`config.mk`:
```
export PLATFORM = sky130hd
export DESIGN_NAME = icol_top
export DESIGN_NICKNAME = d
export VERILOG_FILES = /design/src/rtl/icol_pkg.sv /design/src/rtl/icol_sync.sv /design/src/rtl/icol_srcreg.sv /design/src/rtl/icol_arb.sv /design/src/rtl/icol_top.sv
export SDC_FILE = /design/constraint.sdc
export NUM_CORES = 1
export LEC_CHECK = 0
export ABC_AREA = 1
export BUFFER_PORTS_ARGS = -buffer_cell sky130_fd_sc_hd__buf_2
export CORE_MARGIN = 1
export CORE_UTILIZATION = 40
export DETAILED_ROUTE_END_ITERATION = 7
export PLACE_DENSITY = 0.58
export SETUP_SLACK_MARGIN = 0.1
export SKIP_CTS_REPAIR_TIMING = 1
export SLEW_MARGIN = 15
export SYNTH_ARGS = -nofsm -noshare
export SYNTH_HDL_FRONTEND = slang
export SYNTH_SLANG_ARGS = --single-unit
```
`constraint.sdc`:
```
create_clock -name clk_i -period 18.6 [get_ports clk_i]
set_input_delay 0.93 -clock clk_i [delete_from_list [all_inputs] [get_ports clk_i]]
set_output_delay 0.93 -clock clk_i [all_outputs]
set_load 0.02 [all_outputs]
```
`src/rtl/icol_pkg.sv`:
```
package icol_pkg;
   localparam int unsigned DATA_W     = 32;
   localparam int unsigned SEL_W      = 7;
   localparam logic [6:0]  IDLE_CODE  = 7'h7f;
   localparam int unsigned OFF_VEC    = 'h000;
   localparam int unsigned OFF_ACK    = 'h010;
   localparam int unsigned OFF_CTRL   = 'h020;
   localparam int unsigned OFF_STAT   = 'h070;
   localparam int unsigned OFF_SRC    = 'h120;
   localparam int unsigned SRC_STRIDE = 'h10;
   localparam int unsigned EN_BIT     = 2;
   localparam int unsigned SRST_BIT   = 31;

   typedef enum logic [1:0] {
      ACC_NONE = 2'd0,
      ACC_BASE = 2'd1,
      ACC_SET  = 2'd2,
      ACC_CLR  = 2'd3
   } src_acc_e;
endpackage

```
`src/rtl/icol_sync.sv`:
```
module icol_sync #(
   parameter int unsigned W      = 16,
   parameter int unsigned STAGES = 2
) (
   input  logic         clk_i,
   input  logic         rst_ni,
   input  logic [W-1:0] d_i,
   output logic [W-1:0] q_o
);
   if (STAGES < 2) begin : g_bad_stages
      $error("icol_sync: STAGES must be at least 2");
   end

   logic [W-1:0] stage_q [STAGES];

   for (genvar s = 0; s < STAGES; s++) begin : g_stage
      always_ff @(posedge clk_i or negedge rst_ni) begin
         if (!rst_ni) begin
            stage_q[s] <= '0;
         end else begin
            if (s == 0) stage_q[s] <= d_i;
            else        stage_q[s] <= stage_q[(s == 0) ? 0 : s-1];
         end
      end
   end

   assign q_o = stage_q[STAGES-1];
endmodule

```
`src/rtl/icol_srcreg.sv`:
```
module icol_srcreg
   import icol_pkg::*;
#(
   parameter int unsigned N_SRC = 16,
   parameter int unsigned LVL_W = 2,
   parameter int unsigned IDX_W = 4
) (
   input  logic                   clk_i,
   input  logic                   rst_ni,
   input  logic                   srst_i,
   input  src_acc_e               acc_i,
   input  logic [IDX_W-1:0]       idx_i,
   input  logic                   en_bit_i,
   input  logic [LVL_W-1:0]       pr_bits_i,
   output logic [N_SRC-1:0]       en_o,
   output logic [N_SRC*LVL_W-1:0] pr_o
);
   logic [LVL_W-1:0] pr_q [N_SRC];

   for (genvar g = 0; g < N_SRC; g++) begin : g_src
      logic hit;
      assign hit = (idx_i == IDX_W'(g));

      always_ff @(posedge clk_i or negedge rst_ni) begin
         if (!rst_ni) begin
            en_o[g] <= 1'b0;
            pr_q[g] <= '0;
         end else if (srst_i) begin
            en_o[g] <= 1'b0;
            pr_q[g] <= '0;
         end else if (hit) begin
            unique case (acc_i)
               ACC_BASE: begin
                  en_o[g] <= en_bit_i;
                  pr_q[g] <= pr_bits_i;
               end
               ACC_SET: begin
                  en_o[g] <= en_o[g] | en_bit_i;
                  pr_q[g] <= pr_q[g] | pr_bits_i;
               end
               ACC_CLR: begin
                  en_o[g] <= en_o[g] & ~en_bit_i;
                  pr_q[g] <= pr_q[g] & ~pr_bits_i;
               end
               default: ;
            endcase
         end
      end

      assign pr_o[g*LVL_W +: LVL_W] = pr_q[g];
   end
endmodule

```
`src/rtl/icol_arb.sv`:
```
module icol_arb #(
   parameter int unsigned N_SRC = 16,
   parameter int unsigned LVL_W = 2,
   parameter int unsigned IDX_W = 4,
   localparam int unsigned NLVL = 1 << LVL_W
) (
   input  logic [N_SRC-1:0]       pend_i,
   input  logic [N_SRC*LVL_W-1:0] pr_i,
   input  logic [NLVL-1:0]        isr_i,
   output logic                   found_o,
   output logic [IDX_W-1:0]       win_o
);
   logic [NLVL-1:0]  lvl_open;
   logic [N_SRC-1:0] elig;

   for (genvar l = 0; l < NLVL; l++) begin : g_lvl
      assign lvl_open[l] = ~|(isr_i >> l);
   end

   for (genvar i = 0; i < N_SRC; i++) begin : g_elig
      assign elig[i] = pend_i[i] & lvl_open[pr_i[i*LVL_W +: LVL_W]];
   end

   always_comb begin
      logic [LVL_W-1:0] best_pr;
      found_o = 1'b0;
      win_o   = '0;
      best_pr = '0;
      for (int i = 0; i < N_SRC; i++) begin
         if (elig[i] && (!found_o || pr_i[i*LVL_W +: LVL_W] > best_pr)) begin
            found_o = 1'b1;
            best_pr = pr_i[i*LVL_W +: LVL_W];
            win_o   = IDX_W'(i);
         end
      end
   end
endmodule

```
`src/rtl/icol_top.sv`:
```
module icol_top
   import icol_pkg::*;
#(
   parameter int unsigned N_SRC  = 16,
   parameter int unsigned LVL_W  = 2,
   parameter int unsigned ADDR_W = 12,
   localparam int unsigned IDX_W = (N_SRC > 1) ? $clog2(N_SRC) : 1,
   localparam int unsigned NLVL  = 1 << LVL_W
) (
   input  logic              clk_i,
   input  logic              rst_ni,
   input  logic [N_SRC-1:0]  req_i,
   input  logic              bus_we_i,
   input  logic [ADDR_W-1:0] bus_addr_i,
   input  logic [31:0]       bus_wdata_i,
   output logic [31:0]       bus_rdata_o,
   output logic              irq_o,
   output logic [6:0]        sel_o
);
   if (N_SRC < 1 || N_SRC > 127) begin : g_bad_nsrc
      $error("icol_top: N_SRC must lie in 1..127");
   end
   if (LVL_W < 1 || LVL_W > 2) begin : g_bad_lvl
      $error("icol_top: LVL_W must be 1 or 2");
   end
   if (OFF_SRC + N_SRC * SRC_STRIDE > (1 << ADDR_W)) begin : g_bad_addr
      $error("icol_top: ADDR_W too narrow for the source window");
   end

   logic [N_SRC-1:0]       req_s;
   logic [N_SRC-1:0]       en_q;
   logic [N_SRC*LVL_W-1:0] pr_flat;
   logic [NLVL-1:0]        isr_q;
   logic                   found;
   logic [IDX_W-1:0]       win;

   // address decode
   logic [ADDR_W-1:0] rel;
   logic              src_hit;
   logic [IDX_W-1:0]  src_idx;
   src_acc_e          kind, wr_kind;
   logic              is_vec, is_ack, is_ctrl, is_stat;

   assign rel     = bus_addr_i - ADDR_W'(OFF_SRC);
   assign src_hit = (32'(bus_addr_i) >= OFF_SRC) &&
                    (32'(bus_addr_i) < OFF_SRC + N_SRC * SRC_STRIDE);
   assign src_idx = IDX_W'(rel >> 4);
   assign is_vec  = (bus_addr_i == ADDR_W'(OFF_VEC));
   assign is_ack  = (bus_addr_i == ADDR_W'(OFF_ACK));
   assign is_ctrl = (bus_addr_i == ADDR_W'(OFF_CTRL));
   assign is_stat = (bus_addr_i == ADDR_W'(OFF_STAT));

   always_comb begin
      kind = ACC_NONE;
      if (src_hit) begin
         unique case (rel[3:0])
            4'h0:    kind = ACC_BASE;
            4'h4:    kind = ACC_SET;
            4'h8:    kind = ACC_CLR;
            default: kind = ACC_NONE;
         endcase
      end
   end
   assign wr_kind = bus_we_i ? kind : ACC_NONE;

   // write strobes
   logic             srst;
   logic             vec_ok;
   logic [IDX_W-1:0] vec_idx;
   logic [LVL_W-1:0] vec_lvl;

   assign srst    = bus_we_i && is_ctrl && bus_wdata_i[SRST_BIT];
   assign vec_ok  = bus_we_i && is_vec && (bus_wdata_i < N_SRC);
   assign vec_idx = IDX_W'(bus_wdata_i);
   assign vec_lvl = pr_flat[vec_idx*LVL_W +: LVL_W];

   icol_sync #(.W(N_SRC), .STAGES(2)) sync_i (
      .clk_i (clk_i),
      .rst_ni(rst_ni),
      .d_i   (req_i),
      .q_o   (req_s)
   );

   icol_srcreg #(.N_SRC(N_SRC), .LVL_W(LVL_W), .IDX_W(IDX_W)) srcreg_i (
      .clk_i    (clk_i),
      .rst_ni   (rst_ni),
      .srst_i   (srst),
      .acc_i    (wr_kind),
      .idx_i    (src_idx),
      .en_bit_i (bus_wdata_i[EN_BIT]),
      .pr_bits_i(bus_wdata_i[LVL_W-1:0]),
      .en_o     (en_q),
      .pr_o     (pr_flat)
   );

   icol_arb #(.N_SRC(N_SRC), .LVL_W(LVL_W), .IDX_W(IDX_W)) arb_i (
      .pend_i (req_s & en_q),
      .pr_i   (pr_flat),
      .isr_i  (isr_q),
      .found_o(found),
      .win_o  (win)
   );

   // in-service levels
   always_ff @(posedge clk_i or negedge rst_ni) begin
      if (!rst_ni) begin
         isr_q <= '0;
      end else if (srst) begin
         isr_q <= '0;
      end else if (vec_ok) begin
         isr_q <= isr_q | (NLVL'(1) << vec_lvl);
      end else if (bus_we_i && is_ack) begin
         isr_q <= isr_q & ~bus_wdata_i[NLVL-1:0];
      end
   end

   assign irq_o = found;
   assign sel_o = found ? SEL_W'(win) : IDLE_CODE;

   // read mux
   logic [1:0] pr_rd;
   assign pr_rd = 2'(pr_flat[src_idx*LVL_W +: LVL_W]);

   always_comb begin
      bus_rdata_o = '0;
      if (is_vec || is_stat) begin
         bus_rdata_o = {25'd0, sel_o};
      end else if (kind != ACC_NONE) begin
         bus_rdata_o = {29'd0, en_q[src_idx], pr_rd};
      end
   end

   logic unused_wdata;
   assign unused_wdata = ^{bus_wdata_i[30:EN_BIT+1], is_ctrl};
endmodule

```
==> results.py <==
metrics = {
    "placed_design": {
        "dp_slack_ns": 0.409,
        "io_buffers": 77,
        "place_congestion": 0.935,
        "dp_hpwl_mm": 14.1,
    },
    "status": {
        "outcome": "complete, no violations",
    },
    "floorplanning": {
        "row_count": 45,
        "die_h_microns": 127,
        "initial_core_util": 0.408,
        "floorplan.die.width_microns": 127,
        "ios": 103,
        "core_area_sq_um": 15200,
        "fp.dieArea_sq_um": 16000,
    },
    "timing": {
        "period_share": 0.918,
        "worstMarginPinSlew_ns": 1.18,
        "setup_slack_ns": 1.53,
        "fin_skew_ns": 0.00593,
        "hold_viol": 0,
        "grt_setup_unrepaired": "false",
        "period_needed_ns": 17.07,
        "slew_headroom": 0.215,
        "finalSetupViolations": 0,
        "final_max_slew_viol_count": 0,
        "fmax_ghz": 0.0586,
    },
    "drt": {
        "antenna_left": 0,
        "wl_per_cell_microns": 17.1,
        "firstDrtPassIters": 5,
        "drt_wl_total_mm": 19.4,
        "drc": 0,
        "drt_iter0_markers": 570,
        "vias": 6194,
        "viasPerCell": 5.46,
    },
    "critical_path": {
        "r2r-end": "isr_q[2]$_DFFE_PN0P_",
        "critPathArrivalTime_ns": 16.14,
        "r2r_cells": 9,
        "cp-start-kind": "register",
        "slowest_stage": "dfrtp_2",
        "cp_common_cell": "nand2_1",
        "critical_path.max_stage_delay_ns": 0.47,
        "r2r-start": "srcreg_i.pr_o[18]$_DFFE_PN0P_",
        "crit_start": "isr_q[3]$_DFFE_PN0P_",
        "criticalPathCategory": "reg2out",
        "critical_path.top_delay_family": "simple AND/OR/NAND/NOR gates",
        "worst-path-buf-inv": 17,
        "end_kind": "output pin",
        "worstSetupPathDepth": 127,
        "crit_required_ns": 17.67,
        "cp_max_fo": 11,
        "r2r_slack_ns": 16.96,
    },
    "synthesis": {
        "synthArstFlopShare": 1.00,
        "ys_ff_latch": 84,
        "muxShareOfSynthArea": 0,
        "yosysSeqAreaShare": 0.339,
        "syn-instance-count": 864,
        "synth_xor_area_frac": 0,
        "synth_area_sq_um": 6210,
        "post_synth.cell_area_avg_sq_um": 7.19,
        "synth_compound_area_frac": 0.213,
        "yosysUniqueCellTypes": 49,
        "yosys.area.top_type": "dfrtp_1",
        "synth-simple-area-share": 0.285,
        "ys_warn_count": 0,
        "ys.flop_type": "dfrtp_1",
        "ys_top_cells_by_count": "nand2_1 (159), a21oi_1 (115), inv_1 (101)",
        "synth_area_leaders": "dfrtp_1 (34%), nand2_1 (9.6%), a21oi_1 (9.3%)",
        "yosys.area_share.adder": 0.0504,
        "synth_top_family_by_area": "simple AND/OR/NAND/NOR gates",
        "yosys.area.top_type_share": 0.339,
        "synth-edff-count": 0,
        "synth_most_common_cell": "nand2_1",
    },
    "global_route": {
        "grt_usage": 0.248,
        "grtUsageMet2": 0.390,
        "overflow": 0,
        "use_met1": 0.338,
        "grt_max_degree": 50,
        "first_global_vias": 5650,
        "grt_pass1_wl_mm": 30.2,
        "grt.busiest_layer": "met2",
        "use_met3": 0.0531,
        "antenna_found_initial": 0,
    },
    "power_and_ir_drop": {
        "switchingPower_uw": 119,
        "vdd_drop_max_uv": 44.8,
        "pwr-share-clk": 0.413,
        "finalPower_uw": 416,
        "p_comb_frac": 0.122,
        "pwr-share-seq": 0.465,
        "swShare": 0.286,
        "power.leakage_uw": 0.00349,
        "intPower_uw": 297,
        "powerDensity_nw_per_um2": 58.6,
    },
    "min_path": {
        "whs_endpoint": "sync_i.q_o[4]$_DFF_PN0_",
        "min_path_cells": 0,
        "worstHoldStart": "sync_i.stage_q[20]$_DFF_PN0_",
        "min_path_type": "reg2reg",
    },
    "final_layout": {
        "syn2layout_area_growth_pct": 14.4,
        "drive_gt1_frac": 0.205,
        "final_nets": 1030,
        "num_antenna_cells": 0,
        "fillerInstances": 1560,
    },
    "cts": {
        "cts_made_buffers": 9,
        "htree_levels": 3,
        "worstSkewPairLatency_ns": 0.35,
        "tritoncts": "yes",
        "clk_pin_slew_ns": 0.07,
        "cts_buffer_depth": 2,
        "cts_sinks": 84,
        "root_buffer": "clkbuf_16",
    },
    "flow_run": {
        "maxCapViolations": 0,
    },
}
==> cells by family after synthesis <==
| logic type | after synthesis |
|---|---|
| AND/OR/NAND/NOR | 358 |
| AO/OA/AOI/OAI | 241 |
| buffers and inverters | 155 |
| flip-flops | 84 |
| adder cells (fa/ha/maj) | 25 |
| other | 1 |
==> area by class of cell <==
type                       instances  area (sq um)  share of cell area
timing repair buffer              90           485              0.0683
inverter                         108           415              0.0585
multi-input combinational        649          3580               0.504
clock inverter                     6          40.0             0.00564
tap                              188           235              0.0331
clock buffer                      10           239              0.0336
sequential                        84          2100               0.296
==> power by group through the flow <==
stage | sequential (uW) | combinational (uW) | clock, uW
floorplan | 195 | 32.7 | 0
global placement | 197 | 49.3 | 0
detailed placement | 197 | 49.7 | 0
CTS | 193 | 49.9 | 175
global route | 194 | 56.0 | 183
finish | 193 | 50.8 | 172
==> sequential cells by signal (all words and copies together) (netlist names) <==
register	count
srcreg_i.pr_o	32
isr_q	4
sync_i.q_o	16
sync_i.stage_q	16
srcreg_i.en_o	16
==> cells in the final DEF, fill, tap and decap left out, drive strengths merged, types with 9 or more instances in the layout <==
| cell | n |
|---|---|
| inv | 103 |
| clkbuf | 10 |
| o21ai | 82 |
| conb | 25 |
| dfrtp | 84 |
| buf | 90 |
| nand3 | 62 |
| a21oi | 115 |
| o211ai | 9 |
| o22ai | 14 |
| ha | 25 |
| nand2 | 194 |
| nor2 | 64 |
==> per-stage QoR <==
step | utilization | std cells | hold WS [ns] | TNS, ns | cell area (sq um)
floorplan | - | 888 | 0.331 | 0 | 6300
finish | 0.467 | 1135 | 0.349 | 0 | 7100
detailed placement | 0.440 | 1112 | 0.336 | 0 | 6690
CTS | 0.458 | 1128 | 0.350 | -0.0972 | 6970
global placement | 0.440 | 1112 | 0.333 | 0 | 6690
global route | 0.467 | 1135 | 0.356 | 0 | 7100
==> how the worst max path moves through the flow <==
stage	endpoint	slack (ns)
2_1_floorplan	bus_rdata_o[2]	2.29
3_3_place_gp	bus_rdata_o[3]	0.88
3_5_place_dp	bus_rdata_o[3]	0.41
4_1_cts	bus_rdata_o[3]	-0.04
5_1_grt	bus_rdata_o[2]	0.11
6_report	bus_rdata_o[2]	1.53
==> routing by layer <==
metal  share of wire  up-vias
li1                -     3029
met1            0.45     2877
met2            0.45      253
met3           0.072       35
met4           0.027        0
met5               0        -
==> worst register-to-register path: cells and delay by family (launching register included) <==
family                 cells  cell delay (ns)
AOI/OAI and AO/OA          5             0.61
DFF                        1             0.42
and+or+nand+nor            2             0.27
buffers and inverters      2             0.24
Note: power is estimated with default switching activity, not from simulation.
